$ cat config.mk
export PLATFORM = sky130hd
export DESIGN_NAME = tune_sweep
export DESIGN_NICKNAME = d
export VERILOG_FILES = /design/src/rtl/tune_pkg.sv /design/src/rtl/tune_field_insert.sv /design/src/rtl/tune_run_track.sv /design/src/rtl/tune_pick.sv /design/src/rtl/tune_sweep.sv
export SDC_FILE = /design/constraint.sdc
export NUM_CORES = 1
export LEC_CHECK = 0
export ABC_AREA = 1
export BUFFER_PORTS_ARGS = -buffer_cell sky130_fd_sc_hd__clkbuf_2
export CORE_UTILIZATION = 50
export DETAILED_ROUTE_END_ITERATION = 10
export PLACE_DENSITY = 0.72
export SLEW_MARGIN = 5
export SYNTH_ARGS = -nofsm -noshare
export SYNTH_HDL_FRONTEND = slang
export SYNTH_HIERARCHICAL = 1
export SYNTH_SLANG_ARGS = --single-unit
$ cat constraint.sdc
create_clock -name clk -period 11.3 [get_ports clk]
set_clock_uncertainty 0.05 [all_clocks]
set_input_delay 0.565 -clock clk [delete_from_list [all_inputs] [get_ports clk]]
set_output_delay 0.565 -clock clk [all_outputs]
set_load 0.05 [all_outputs]
$ cat src/rtl/tune_pkg.sv
package tune_pkg;

  typedef enum logic [1:0] {
    ST_IDLE   = 2'd0,
    ST_PROBE  = 2'd1,
    ST_FINISH = 2'd2
  } tune_state_e;

  typedef enum logic {
    PATH_CMD  = 1'b0,
    PATH_DATA = 1'b1
  } tune_path_e;

endpackage

$ cat src/rtl/tune_field_insert.sv
module tune_field_insert #(
  parameter int WORD_W   = 32,
  parameter int TAP_W    = 8,
  parameter int CMD_LSB  = 8,
  parameter int DATA_LSB = 16
) (
  input  logic [WORD_W-1:0] base,
  input  logic              path,
  input  logic [TAP_W-1:0]  tap,
  output logic [WORD_W-1:0] word
);
  import tune_pkg::*;

  always_comb begin
    word = base;
    if (tune_path_e'(path) == PATH_DATA) word[DATA_LSB +: TAP_W] = tap;
    else                                 word[CMD_LSB  +: TAP_W] = tap;
  end

endmodule

$ cat src/rtl/tune_run_track.sv
module tune_run_track #(
  parameter int TAP_W = 8
) (
  input  logic             clk,
  input  logic             rst_n,
  input  logic             clr,
  input  logic             upd,
  input  logic             pass,
  input  logic [TAP_W-1:0] tap,
  output logic [TAP_W:0]   run_len,
  output logic [TAP_W:0]   best_len,
  output logic [TAP_W-1:0] best_end
);

  always_ff @(posedge clk or negedge rst_n) begin
    if (!rst_n) begin
      run_len  <= '0;
      best_len <= '0;
      best_end <= '0;
    end else if (clr) begin
      run_len  <= '0;
      best_len <= '0;
      best_end <= '0;
    end else if (upd) begin
      if (pass) begin
        run_len <= run_len + 1'b1;
      end else begin
        if (run_len > best_len) begin
          best_len <= run_len;
          best_end <= tap - 1'b1;
        end
        run_len <= '0;
      end
    end
  end

endmodule

$ cat src/rtl/tune_pick.sv
module tune_pick #(
  parameter int TAP_W = 8
) (
  input  logic [TAP_W:0]   run_len,
  input  logic [TAP_W:0]   best_len,
  input  logic [TAP_W-1:0] best_end,
  output logic             found,
  output logic [TAP_W-1:0] pick
);
  localparam int LEN_W = TAP_W + 1;

  logic [LEN_W-1:0] fin_len;
  logic [TAP_W-1:0] fin_end;
  logic [LEN_W-1:0] half;

  always_comb begin
    if (run_len > best_len) begin
      fin_len = run_len;
      fin_end = '1;
    end else begin
      fin_len = best_len;
      fin_end = best_end;
    end
    found = (fin_len != '0);
    half  = (fin_len - LEN_W'(1)) >> 1;
    pick  = fin_end - half[TAP_W-1:0];
  end

endmodule

$ cat src/rtl/tune_sweep.sv
module tune_sweep #(
  parameter int WORD_W   = 32,
  parameter int TAP_W    = 8,
  parameter int CMD_LSB  = 8,
  parameter int DATA_LSB = 16,
  parameter int CPST_LSB = 24,
  parameter int CPST_W   = 4
) (
  input  logic              clk,
  input  logic              rst_n,
  input  logic              start,
  input  logic              path_sel,
  input  logic [WORD_W-1:0] init_word,
  input  logic [WORD_W-1:0] cfg_in,
  output logic              probe_req,
  input  logic              res_valid,
  input  logic              res_pass,
  output logic [WORD_W-1:0] dly_word,
  output logic [WORD_W-1:0] cfg_word,
  output logic              busy,
  output logic              done,
  output logic              err
);
  import tune_pkg::*;

  localparam int LEN_W = TAP_W + 1;
  localparam logic [WORD_W-1:0] CPST_MASK =
    WORD_W'(((64'd1 << CPST_W) - 64'd1) << CPST_LSB);

  tune_state_e       state_q;
  logic [TAP_W-1:0]  tap_q;
  logic              path_q;
  logic [WORD_W-1:0] base_q;
  logic [WORD_W-1:0] dly_q;
  logic [WORD_W-1:0] cfg_q;
  logic              req_q;
  logic              done_q;
  logic              err_q;

  logic              accept;
  logic              last_tap;
  logic              trk_clr;
  logic [LEN_W-1:0]  run_len;
  logic [LEN_W-1:0]  best_len;
  logic [TAP_W-1:0]  best_end;
  logic              found;
  logic [TAP_W-1:0]  pick;

  logic [WORD_W-1:0] ins_base;
  logic              ins_path;
  logic [TAP_W-1:0]  ins_tap;
  logic [WORD_W-1:0] ins_word;

  assign accept   = (state_q == ST_PROBE) && req_q && res_valid;
  assign last_tap = (tap_q == '1);
  assign trk_clr  = (state_q == ST_IDLE) && start;

  always_comb begin
    unique case (state_q)
      ST_IDLE: begin
        ins_base = init_word;
        ins_path = path_sel;
        ins_tap  = '0;
      end
      ST_FINISH: begin
        ins_base = base_q;
        ins_path = path_q;
        ins_tap  = pick;
      end
      default: begin
        ins_base = base_q;
        ins_path = path_q;
        ins_tap  = tap_q + 1'b1;
      end
    endcase
  end

  tune_field_insert #(
    .WORD_W  (WORD_W),
    .TAP_W   (TAP_W),
    .CMD_LSB (CMD_LSB),
    .DATA_LSB(DATA_LSB)
  ) u_insert (
    .base(ins_base),
    .path(ins_path),
    .tap (ins_tap),
    .word(ins_word)
  );

  tune_run_track #(.TAP_W(TAP_W)) u_track (
    .clk     (clk),
    .rst_n   (rst_n),
    .clr     (trk_clr),
    .upd     (accept),
    .pass    (res_pass),
    .tap     (tap_q),
    .run_len (run_len),
    .best_len(best_len),
    .best_end(best_end)
  );

  tune_pick #(.TAP_W(TAP_W)) u_pick (
    .run_len (run_len),
    .best_len(best_len),
    .best_end(best_end),
    .found   (found),
    .pick    (pick)
  );

  always_ff @(posedge clk or negedge rst_n) begin
    if (!rst_n) begin
      state_q <= ST_IDLE;
      tap_q   <= '0;
      path_q  <= 1'b0;
      base_q  <= '0;
      dly_q   <= '0;
      cfg_q   <= '0;
      req_q   <= 1'b0;
      done_q  <= 1'b0;
      err_q   <= 1'b0;
    end else begin
      done_q <= 1'b0;
      unique case (state_q)
        ST_IDLE: begin
          if (start) begin
            path_q  <= path_sel;
            base_q  <= init_word;
            cfg_q   <= cfg_in & ~CPST_MASK;
            tap_q   <= '0;
            dly_q   <= ins_word;
            req_q   <= 1'b1;
            err_q   <= 1'b0;
            state_q <= ST_PROBE;
          end
        end
        ST_PROBE: begin
          if (accept) begin
            if (last_tap) begin
              req_q   <= 1'b0;
              state_q <= ST_FINISH;
            end else begin
              tap_q <= tap_q + 1'b1;
              dly_q <= ins_word;
            end
          end
        end
        ST_FINISH: begin
          dly_q   <= found ? ins_word : base_q;
          err_q   <= ~found;
          done_q  <= 1'b1;
          state_q <= ST_IDLE;
        end
        default: state_q <= ST_IDLE;
      endcase
    end
  end

  assign probe_req = req_q;
  assign dly_word  = dly_q;
  assign cfg_word  = cfg_q;
  assign busy      = (state_q != ST_IDLE);
  assign done      = done_q;
  assign err       = err_q;

endmodule

# Yosys cells after proc, flatten, opt, wreduce, memory -nomap -nowiden
# Cells that the tools add are included.
# word_totals
regBits	132
output_inout_bits	68
elab_cells	83
inputBits	70
# op_classes
n_lt_le_gt_ge	1
n_bitwise	1
add_sub_neg	5
eq_ne	8
mux	37
reduce_logical	19
# op_table
cell	count
32-bit two-way mux	5
32-bit one-hot mux with 3 select lines	1
8-bit two-way mux	10
9-bit two-way mux	7
8-bit one-hot mux with 2 select lines	2
4-bit AND reduction	3
2-bit nonzero test	5
9-bit by 1-bit adder with 9-bit output (second input constant)	1
9-bit > comparator	1
9-bit nonzero test	1
9-bit by 1-bit subtractor with 9-bit output (second input constant)	1
8-bit by 1-bit adder with 8-bit output (second input constant)	1
8-bit equality test (second input constant)	1
2-bit != test (second input constant)	4
8-bit by 1-bit subtractor with 8-bit output (second input constant)	1
8-bit subtractor	1
1-bit two-way mux	6
2-bit two-way mux	3
2-bit AND reduction	3
3-bit AND reduction	2
1-bit one-hot mux with 2 select lines	2
2-bit one-hot mux with 2 select lines	1
1-bit logical AND	3
3-bit nonzero test	1
other kinds (5)	5

# Depth between registers and ports, before layout
# logic_depth
word_depth	9
mapped_depth	36
mapped_depth_nobuf	35

# Modules after synthesis
# Netlist, hierarchy kept.
# modules_own_cells
module	area_per_inst_um2	seq_area_each_um2	cells_per_inst	n_inst
tune_sweep	5203.7	2652.5	672	1
tune_run_track	1712.9	650.6	212	1
tune_pick	1086.0	0.0	184	1
tune_field_insert	396.6	0.0	68	1

# Worst setup path before layout
# Ideal clock, no wire load.
# synth_timing
kind	register -> register
start	register u_track.run_len[4]
end	register dly_q[22] (netlist: dly_word[22])
path_stages_with_launch	30
t_arrival_ns	3.714
setup_slack_ns	7.470
synth_period_minus_slack_ns	3.830
path_buffers	1
setup_time_ns	0.066
required_ns	11.184
cell_sequence	dfrtp_1 > ha_1 > nand2_2 > nor2_2 > nand3b_2 > nand3_4 > nand2_4 > buf_6 > nand2_1 > o21ai_2 > inv_1 > ha_1 > nand3_1 > nor2_1 > xor2_1 > ha_1 > a21oi_1 > o21ai_0 > a21oi_1 > nor2_1 > nor2_1 > xnor2_1 > nand2_1 > o21ai_0 > nand2_1 > nand2_2 > nand2_1 > o21ai_2 > nand2_1 > nand2_1
# synth_between
elab_chain_len	9
word_cells_on_any_way	13
cone_classes	add/sub (2); order compare (1); mux (9); reduce/logical (1)
# synth_rtl
item	line_no	text
from (decl)	tune_run_track.sv:10	output logic [TAP_W:0] run_len,
from (signal assigned)	tune_run_track.sv:26	run_len <= run_len + 1'b1;
9-bit > comparator	tune_pick.sv:17	if (run_len > best_len) begin
9-bit two-way mux	-	
9-bit by 1-bit subtractor with 9-bit output	tune_pick.sv:25	half = (fin_len - LEN_W'(1)) >> 1;
8-bit subtractor (*)	tune_pick.sv:26	pick = fin_end - half[TAP_W-1:0];
net pick[6]	tune_sweep.sv:47	logic [TAP_W-1:0] pick;
8-bit one-hot mux with 2 select lines (*)	tune_sweep.sv:59	unique case (state_q)
net ins_tap[6]	tune_sweep.sv:51	logic [TAP_W-1:0] ins_tap;
8-bit two-way mux (*)	tune_field_insert.sv:16	if (tune_path_e'(path) == PATH_DATA) word[DATA_LSB +: TAP_W] = tap;
net ins_word[22]	tune_sweep.sv:52	logic [WORD_W-1:0] ins_word;
32-bit two-way mux	tune_sweep.sv:138	if (last_tap) begin
32-bit two-way mux	tune_sweep.sv:137	if (accept) begin
32-bit one-hot mux with 3 select lines (*)	tune_sweep.sv:123	unique case (state_q)
to (signal assigned)	tune_sweep.sv:130	dly_q <= ins_word;
to (signal assigned)	tune_sweep.sv:143	dly_q <= ins_word;
to (signal assigned)	tune_sweep.sv:148	dly_q <= found ? ins_word : base_q;
to (decl)	tune_sweep.sv:34	logic [WORD_W-1:0] dly_q;
# The timed path passes the listed nets; every way through them passes the cells marked *. The select of a mux whose other input is x is not followed.
# A chain may end at the register's enable or synchronous reset.

# Worst setup path in the final report
# Same ends and word-level chain as after synthesis.

==> metrics.cfg <==
[clock_network]
htree_levels=4
numCtsBuffers=17
cts.sinks=132
cts_tree=yes
ctsResizeCount=0
postCtsSetupBuffers=0
insertion_delay_ps=420
cts_buffer_depth=2
cts_hold_buf=0
cts_root_buf=clkbuf_16
path_clk_slew_ps=60

[synthesis]
synth_edf_count=0
ys_ff_latch=132
ys_seq_area_frac=0.393
synth_warnings=6
syn_inst=1136
avgSynthCellArea_sq_um=7.39
ys.flop_type=dfrtp_1
synthArstFlopShare=1.00
yosysUniqueCellTypes=42
synth_area_sq_um=8400

[sta]
max_slew_margin=0.389
finalSetupViolations=0
max_freq_mhz=206
final.min_clock_period_ps=4870
tightest_slew_ps=915
finalHoldViolCount=0
fin_crit_sh=0.431
rsz0062_at_grt=no
drv_slew=0
finalSetupTns_ps=0

[final_layout]
drive_above_1_share=0.216
fin_cells=1460
fillers=1568
diodes=0
multi_input_area_sq_um=4190
nNetsFinal=1328
area_growth_pct=13.4
regArea_sq_um=3300

[critical_path]
r2r.worst_path.cells=26
worstSetupEndpoint=dly_word[22]
max_stage_delay_ps=510
cp.required_ps=11610
start_kind=flop
worst_r2r_startpoint=u_track/run_len[4]
crit_top_cell=nand2_1
worst-setup-path-type=reg2reg
reg2reg_slack_ps=6430
crit_slowest_cell=dfrtp_1
path_max_fanout=15
startpoint=u_track/run_len[4]
timing.rr.end=dly_word[22]
end_kind=flop
crit_arrival_ps=5170

[global_route]
grtUsageTotal=0.221
grt_start_max_net_pins=96
grtUsageMet3=0.0436
grt_pass1_vias=6657
gr-usage-met1=0.309
met2_usage=0.345
grt_antenna_before_repair=0
grt-busiest-layer=met2
grt_pass1_wl_microns=31400
overflow=0

[drt]
dr.pass1.iters=7
routedWlPerCell_microns=12.4
viasPerCell=4.97
postRouteWirelength_microns=18100
drcViolationCount=0
vias=7263
drt-initial-drc-count=570
antenna_left=0

[placement]
place.gp.congestion=0.832
place_inst=1428
port_buffers=129
hpwl_microns=12400

[outcome]
outcome=finished, final reports clean

[floorplan]
placementRows=47
initial_core_util=0.510
num_io_pins=138
die_w_microns=132
die-area_sq_um=17300
die_height_microns=132
coreArea_sq_um=16500

[pwr]
peakVddDrop_mv=0.211
power_uw=3000
p_leak_uw=0.00515
cellPowerDensity_nw_per_um2=315

[min_path]
hold_class=in2async

[run]
maxCapViolCount=0

==> final cells by class <==
class	instances	share of cell area
multi-input cells	833	0.440
flip-flops and latches	132	0.347
repair buffers	135	0.0732
clock buffers	19	0.0465
inverters	108	0.0436
well taps	220	0.0289
clock inverters	13	0.0208
==> layout by cell type, fill, tap and decap left out, drive strengths merged <==
master      n
inv       111
bufinv      4
a31oi       1
o21ai     119
clkbuf    147
nor2       49
o21a        1
conb        4
nand2     505
a21o        2
a21oi      19
nand3b      7
fa          1
xnor2       6
o221ai      1
buf         7
ha         30
clkinvlp    2
nand4      23
a22o        1
xor2        6
nand3      49
dfrtp     132
clkinv      4
or2         6
o21bai      3
==> per-layer routing <==
| layer | wire, microns | part of all wire |
|---|---|---|
| met5 | 0 | 0 |
| met4 | 283 | 0.016 |
| met3 | 956 | 0.053 |
| met2 | 8240 | 0.45 |
| met1 | 8630 | 0.48 |
==> synthesized netlist by cell type (7+ instances only) <==
library cell | n | area (sq um)
dfrtp_1 | 132 | 3300
buf_2 | 11 | 55.1
o21ai_0 | 71 | 355
o21ai_2 | 13 | 114
clkbuf_1 | 9 | 33.8
nand2_1 | 463 | 1740
buf_4 | 32 | 240
nand3_2 | 11 | 110
buf_6 | 12 | 135
nor2_1 | 36 | 135
o21ai_1 | 35 | 175
nand3_1 | 36 | 180
ha_1 | 30 | 375
inv_1 | 97 | 364
nor2_2 | 7 | 43.8
a21oi_1 | 16 | 80.1
nand4_1 | 23 | 144
inv_2 | 8 | 30.0
nand2_2 | 39 | 244
==> critical path: cells and delay by family (launching register included) <==
kind,cells,cell delay [ps]
AND/OR/NAND/NOR,15,2090
adder cells (fa/ha/maj),3,950
AO/OA/AOI/OAI,6,800
flip-flops,1,510
XOR/XNOR,2,390
==> flip-flops by register name, summed over array words and instances (netlist names) <==
signal and flops:
base_q 32, dly_word 32, cfg_word 28, u_track/best_len 9
u_track/run_len 9, tap_q 8, u_track/best_end 8, state_q 2
done 1, err 1, path_q 1, probe_req 1
==> worst min-delay path by stage <==
stage                       end   startpoint  cells past startpoint
floorplan             base_q[0]        rst_n                      0
global placement    cfg_word[7]  cfg_word[7]                      2
detailed placement  cfg_word[2]  cfg_word[2]                      2
CTS                 dly_word[6]        rst_n                      1
global route          base_q[7]        rst_n                      1
finish              dly_word[6]        rst_n                      1
==> power breakdown <==
group / switching (uW) / internal, uW / total [uW]
combinational: 1150 / 621 / 1770
clock: 221 / 380 / 601
sequential: 68.0 / 562 / 630
==> through the flow <==
step / worst slack, ps / util / hold WS (ps) / instance area (sq um)
floorplan: 7470 / - / 219 / 8410
global placement: 6670 / 0.540 / 406 / 8880
detailed placement: 6560 / 0.540 / 408 / 8880
CTS: 6490 / 0.578 / 129 / 9520
global route: 5930 / 0.578 / 161 / 9520
finish: 6430 / 0.578 / 117 / 9520
==> logic make-up after synthesis <==
group                      after synthesis  share of synthesized area
AOI/OAI and AO/OA                      147                     0.0994
and+or+nand+nor                        639                      0.338
buffers and inverters                  174                      0.109
adders and majority gates               31                     0.0471
DFF                                    132                      0.393
other                                    1                   0.000446
xor gates and xnor gates                12                     0.0125
Power figures use the tool's default switching activity.
